### config.mk
export PLATFORM = sky130hd
export DESIGN_NAME = uart_par_top
export DESIGN_NICKNAME = d
export VERILOG_FILES = /design/src/rtl/uart_par_pkg.sv /design/src/rtl/uart_par_tree.sv /design/src/rtl/uart_par_tx.sv /design/src/rtl/uart_par_rx.sv /design/src/rtl/uart_par_top.sv
export SDC_FILE = /design/constraint.sdc
export NUM_CORES = 1
export LEC_CHECK = 0
export BUFFER_PORTS_ARGS = -buffer_cell sky130_fd_sc_hd__buf_2
export CAP_MARGIN = 10
export CELL_PAD_IN_SITES_DETAIL_PLACEMENT = 0
export CELL_PAD_IN_SITES_GLOBAL_PLACEMENT = 1
export CORE_MARGIN = 2
export CORE_UTILIZATION = 20
export CTS_BUF_LIST = sky130_fd_sc_hd__clkbuf_8
export CTS_CLUSTER_SIZE = 10
export DETAILED_ROUTE_END_ITERATION = 10
export PLACE_DENSITY = 0.86
export SLEW_MARGIN = 25
export SYNTH_ARGS = -nofsm -noshare
export SYNTH_HDL_FRONTEND = slang
export SYNTH_HIERARCHICAL = 1
export SYNTH_SLANG_ARGS = --single-unit
### constraint.sdc
create_clock -name clk_i -period 1.2 [get_ports clk_i]
set_clock_uncertainty 0.05 [all_clocks]
set_input_delay 0.18 -clock clk_i [delete_from_list [all_inputs] [get_ports clk_i]]
set_output_delay 0.18 -clock clk_i [all_outputs]
set_load 0.02 [all_outputs]
### src/rtl/uart_par_pkg.sv
package uart_par_pkg;
  typedef enum logic {LEN_SHORT = 1'b0, LEN_FULL = 1'b1} len_e;
  typedef enum logic {SENSE_EVEN = 1'b0, SENSE_ODD = 1'b1} sense_e;
endpackage

### src/rtl/uart_par_tree.sv
module uart_par_tree #(
  parameter int unsigned DATA_W = 8
) (
  input  logic [DATA_W-1:0] word_i,
  input  logic [DATA_W-1:0] mask_i,
  output logic              par_o
);
  logic [DATA_W-1:0] sel;
  assign sel   = word_i & mask_i;
  assign par_o = ^sel;
endmodule

### src/rtl/uart_par_tx.sv
module uart_par_tx
  import uart_par_pkg::*;
#(
  parameter int unsigned DATA_W = 8
) (
  input  logic              par_en_i,
  input  sense_e            sense_i,
  input  len_e              len_i,
  input  logic [DATA_W-1:0] word_i,
  output logic [DATA_W-1:0] word_o
);
  localparam int unsigned TOP = DATA_W - 1;
  localparam logic [DATA_W-1:0] ONES = '1;

  logic [DATA_W-1:0] data_mask;
  logic              data_par;

  // Data bits below the slot that parity overwrites
  assign data_mask = (len_i == LEN_FULL) ? (ONES >> 1) : (ONES >> 2);

  uart_par_tree #(.DATA_W(DATA_W)) u_tree (
    .word_i (word_i),
    .mask_i (data_mask),
    .par_o  (data_par)
  );

  always_comb begin
    word_o = word_i;
    if (par_en_i) begin
      if (len_i == LEN_FULL) word_o[TOP]   = data_par ^ (sense_i == SENSE_ODD);
      else                   word_o[TOP-1] = data_par ^ (sense_i == SENSE_ODD);
    end
  end
endmodule

### src/rtl/uart_par_rx.sv
module uart_par_rx
  import uart_par_pkg::*;
#(
  parameter int unsigned DATA_W = 8
) (
  input  logic              clk_i,
  input  logic              rst_ni,
  input  logic              par_en_i,
  input  sense_e            sense_i,
  input  len_e              len_i,
  input  logic [DATA_W-1:0] word_i,
  input  logic              valid_i,
  input  logic              clr_i,
  output logic              err_o
);
  localparam logic [DATA_W-1:0] ONES = '1;

  logic [DATA_W-1:0] chr_mask;
  logic              chr_par;
  logic              bad;
  logic              err_q;

  assign chr_mask = (len_i == LEN_FULL) ? ONES : (ONES >> 1);

  uart_par_tree #(.DATA_W(DATA_W)) u_tree (
    .word_i (word_i),
    .mask_i (chr_mask),
    .par_o  (chr_par)
  );

  // Even sense wants xor 0, odd sense wants xor 1
  assign bad = valid_i & par_en_i & (chr_par ^ (sense_i == SENSE_ODD));

  always_ff @(posedge clk_i or negedge rst_ni) begin
    if (!rst_ni)    err_q <= 1'b0;
    else if (bad)   err_q <= 1'b1;  // set wins over clear
    else if (clr_i) err_q <= 1'b0;
  end

  assign err_o = err_q;
endmodule

### src/rtl/uart_par_top.sv
module uart_par_top
  import uart_par_pkg::*;
#(
  parameter int unsigned DATA_W = 8
) (
  input  logic              clk_i,
  input  logic              rst_ni,
  input  logic              par_en_i,
  input  logic              par_odd_i,
  input  logic              len_full_i,
  input  logic              par_ie_i,
  input  logic [DATA_W-1:0] tx_word_i,
  output logic [DATA_W-1:0] tx_word_o,
  input  logic [DATA_W-1:0] rx_word_i,
  input  logic              rx_valid_i,
  input  logic              err_clr_i,
  output logic              par_err_o,
  output logic              irq_o
);
  sense_e sense;
  len_e   len;

  assign sense = sense_e'(par_odd_i);
  assign len   = len_e'(len_full_i);

  uart_par_tx #(.DATA_W(DATA_W)) u_tx (
    .par_en_i (par_en_i),
    .sense_i  (sense),
    .len_i    (len),
    .word_i   (tx_word_i),
    .word_o   (tx_word_o)
  );

  uart_par_rx #(.DATA_W(DATA_W)) u_rx (
    .clk_i    (clk_i),
    .rst_ni   (rst_ni),
    .par_en_i (par_en_i),
    .sense_i  (sense),
    .len_i    (len),
    .word_i   (rx_word_i),
    .valid_i  (rx_valid_i),
    .clr_i    (err_clr_i),
    .err_o    (par_err_o)
  );

  assign irq_o = par_err_o & par_ie_i;
endmodule

Word-level counts from Yosys, hierarchy flattened

Cells that the tools add are included.

Mux-type cells: 7
Bitwise operators: 7
Reduce and logical (&&, ||, !) cells: 3

Operator list:

| operator           | number |
|---|---|
| 8-bit bitwise AND  | 2 |
| 8-bit parity       | 2 |
| 8-bit 2-to-1 mux   | 1 |
| 7-bit 2-to-1 mux   | 1 |
| 1-bit 2-to-1 mux   | 4 |
| 1-bit bitwise AND  | 3 |
| 2-bit 2-to-1 mux   | 1 |
| 2-bit nonzero test | 1 |
| 1-bit XOR          | 2 |

Bits in registers: 1
Logic and storage cells: 18

Logic depth before layout (Yosys ltp)

Word-level depth: 6
Gate-level depth with buffers: 6
Gate-level depth less buffers: 6

Hierarchy

The synthesis kept the hierarchy.

Modules (own cells, without submodules):

| module        | instances | cells each | area an instance (um^2) | seq. area each (um^2) |
|---|---|---|---|---|
| uart_par_tree | 2         | 15         | 91.3                    | 0.0 |
| uart_par_tx   | 1         | 13         | 93.8                    | 0.0 |
| uart_par_rx   | 1         | 6          | 57.6                    | 25.0 |
| uart_par_top  | 1         | 1          | 6.3                     | 0.0 |

Worst setup path after synthesis

No wires, ideal clock.

Path kind: input port to output port
Start point: in tx_word_i[3]
End point: out tx_word_o[7]
Arrival time: 1.165 ns
Slack: -0.195 ns
Stages: 6
Path buffers: 0
Cells stage by stage: nand2_1 > xor2_1 > xnor2_1 > xnor2_1 > xor2_1 > mux2_1

Cells in the longest elaborated chain, start to end: 5

Ends and longest elaborated chain:

| item              | line                | source |
|---|---|---|
| from (decl)       | uart_par_top.sv:12  | `input logic [DATA_W-1:0] tx_word_i,` |
| 8-bit bitwise AND | uart_par_tree.sv:9  | `assign sel = word_i & mask_i;` |
| 8-bit parity      | uart_par_tree.sv:10 | `assign par_o = ^sel;` |
| net u_tx.data_par | uart_par_tx.sv:16   | `logic data_par;` |
| 1-bit XOR         | uart_par_tx.sv:30   | `if (len_i == LEN_FULL) word_o[TOP] = data_par ^ (sense_i == SENSE_ODD);` |
| 1-bit 2-to-1 mux  | uart_par_tx.sv:30   |  |
| 2-bit 2-to-1 mux  | uart_par_tx.sv:29   | `if (par_en_i) begin` |
| to (decl)         | uart_par_top.sv:13  | `output logic [DATA_W-1:0] tx_word_o,` |

The timed path passes the listed nets, and every way through them passes these cells.

Worst setup path in the final report

Start point: in tx_word_i[4]
End point: out tx_word_o[7]

The elaborated chain is that of the path after synthesis.

==> summary.txt <==
Drt
  • Drt wl/cell: 7.58 um
  • DRC violations left: 0
  • Vias per cell: 3.79
  • Vias: 405
  • Wirelength, routed: 811 um
  • Post-route ant nets: 0
  • DRT iter0 DRCs: 2
  • TritonRoute pass-1 iters: 4

Timing
  • Max Fclk: 658 MHz
  • Setup TNS: -726 ps
  • RSZ-0062 raised after global routing: yes
  • Post-layout minimum cycle time: 1520 ps
  • Slew Viols, Final: 0
  • Final clock period utilization by the worst path: 127%
  • Worst Slack Setup Final: -320 ps
  • Final Hold Fails: 0
  • Final setup fails: 3

Die
  • Top Ports: 34
  • Core area: 0.00156 mm^2
  • Die height: 45.3 um
  • Row count: 14
  • Initial Utilization: 21.8%
  • Die extent in x: 45.3 um
  • Die area: 0.00205 mm^2

Logic synthesis
  • Syn Std Cell Area: 340 um^2
  • Main combinational cell family by area after synthesis: XOR/XNOR gates
  • Post-Synth Adder-Cell Area: 0%
  • Compound-Gate Fraction of Synth Area: 3.68%
  • Top-area cell type share of the netlist area: 33.5%
  • Top post-synthesis cells by area: xnor2_1 (33%), nand2_1 (20%), buf_4 (13%), xor2_1 (7.7%), dfrtp_1 (7.4%)
  • Ys Warns: 6
  • Synth unique cells: 12
  • Avg Cell Area, Syn: 6.81 um^2
  • Post-synth top area cell: xnor2_1
  • Register area share after synthesis: 7.35%
  • Share of synthesized area spent on multiplexers: 6.62%
  • XOR/XNOR share of the synthesized area: 41.2%
  • Mapped Cells: 50
  • Register bit count reported by yosys: 1
  • Simple-Gate Fraction of Synth Area: 23.5%

GRT
  • Pin count of the biggest net entering global routing: 4
  • Number of global-route vias before repair: 351
  • GRT Resource Usage Total: 7.52%
  • Total global routing overflow: 0
  • First-pass GRT wire length: 1.22 mm
  • Initial antenna violation count: 0

Worst hold path
  • Hold worst-path end: u_rx/err_o
  • HP Class: in -> reg
  • WHS Path Cells: 2
  • Hold Startpoint: err_clr_i

Pwr
  • P per Cell Area: 587 mW/mm^2
  • Total power draw: 0.447 mW
  • Leak: 0.387 nW
  • Worst VDD drop: 224 uV

Clock tree
  • Clk_lat worst skew: 0 ps
  • Setup Buffers After CTS: 0
  • Clock transition at path regs: 0 ps

Layout
  • Core Util, Final: 48.9%
  • Max FFs per register: 1
  • Most frequent cells in the layout: buf_2 (23), conb_1 (14), nand2_1 (10)
  • Most common cell after layout, fill and taps aside: buf_2
  • Nets: 117
  • Area grow syn2layout: 124%
  • Ratio of cells with drive above 1 in the final layout: 54.9%
  • # diodes: 0

Place
  • PortBufs: 33
  • Post-DP HPWL: 777 um
  • Routability congestion estimate from global placement: 0.658

Run status
  • Outcome: complete, but fails checks
  • Failing checks: negative setup slack

Critical path
  • Kind of critical path: in -> out
  • R2R Setup Slk: 510 ps
  • Crit-path max FO: 2
  • Arrival @ worst endpoint: 1290 ps
  • CP endpoint kind: output pin
  • R2R depth: 2
  • Worst EP required: 970 ps
  • Worst R2R Start: u_rx/err_o
  • Reg2reg end: u_rx/err_o
  • Critical Path Start Type: input pin

Job
  • Max-cap violations: 0
[per-layer routing]
layer  GRT usage (%)  vias to the layer above  wire length, um
li1                -                      214                -
met1            7.42                      175              274
met2            17.4                       16              491
met3               0                        0               44
met4               0                        0                0
met5               0                        -                0
[per-stage QoR]
stage                     cell area (um^2)  cells  hold WS (ps)  setup WS, ps
after floorplan                        508     61          -166          -102
after global placement                 663    106         -96.2          -417
after detailed placement               663    106         -88.6          -426
after CTS                              754    107           341          -333
after global routing                   762    107           347          -403
final                                  762    107           341          -320
[kinds of logic after synthesis]
kind of cell / count (synthesis)
AO/OA/AOI/OAI: 1
flip-flops: 1
buffers and inverters: 7
XOR/XNOR: 16
multiplexers: 2
other: 3
AND/OR/NAND/NOR: 20
[cells in the mapped netlist, drive strengths merged]
| master | instances |
|---|---|
| nand2 | 18 |
| xnor2 | 13 |
| buf | 6 |
| conb | 3 |
| xor2 | 3 |
| mux2 | 2 |
| and2 | 1 |
| dfrtp | 1 |
| inv | 1 |
| nor2b | 1 |
| o22ai | 1 |
[critical path, stage by stage]
cell and delay, ps:
buf_4 110, nand2_8 40, xnor2_2 120, xnor2_1 130, xnor2_1 140, xor2_1 150, mux2_4 280, buf_6 130
[how the worst max path moves through the flow]
stage	cells after the start	slack, ps	endpoint	start
2_1_floorplan	6	-100	tx_word_o[7]	tx_word_i[6]
6_report	8	-320	tx_word_o[7]	tx_word_i[4]
3_5_place_dp	8	-430	tx_word_o[7]	tx_word_i[0]
4_1_cts	8	-330	tx_word_o[7]	tx_word_i[2]
3_3_place_gp	8	-420	tx_word_o[7]	tx_word_i[0]
5_1_grt	8	-400	tx_word_o[7]	tx_word_i[3]
[timing repair]
item / 4_1_cts / 5_1_grt
hold buffers: 1 / 0
endpoints found under the hold margin: 1 / 0
resized for setup: 22 / 2
setup endpoints to repair: 3 / 3
pin swaps: 13 / 0
[where the power goes]
part	internal, mW	switching, mW	total (mW)
logic	0.215	0.183	0.399
registers	0.0425	0.00612	0.0486
clock network	0	0	0
[final cells by class]
cell class,instances,area [um^2]
sequential,1,25.0
inverter,1,3.75
timing repair buffer,36,264
tap,16,20.0
multi-input combinational,53,449
fill,147,797
Note: power is estimated with default switching activity, not from simulation.
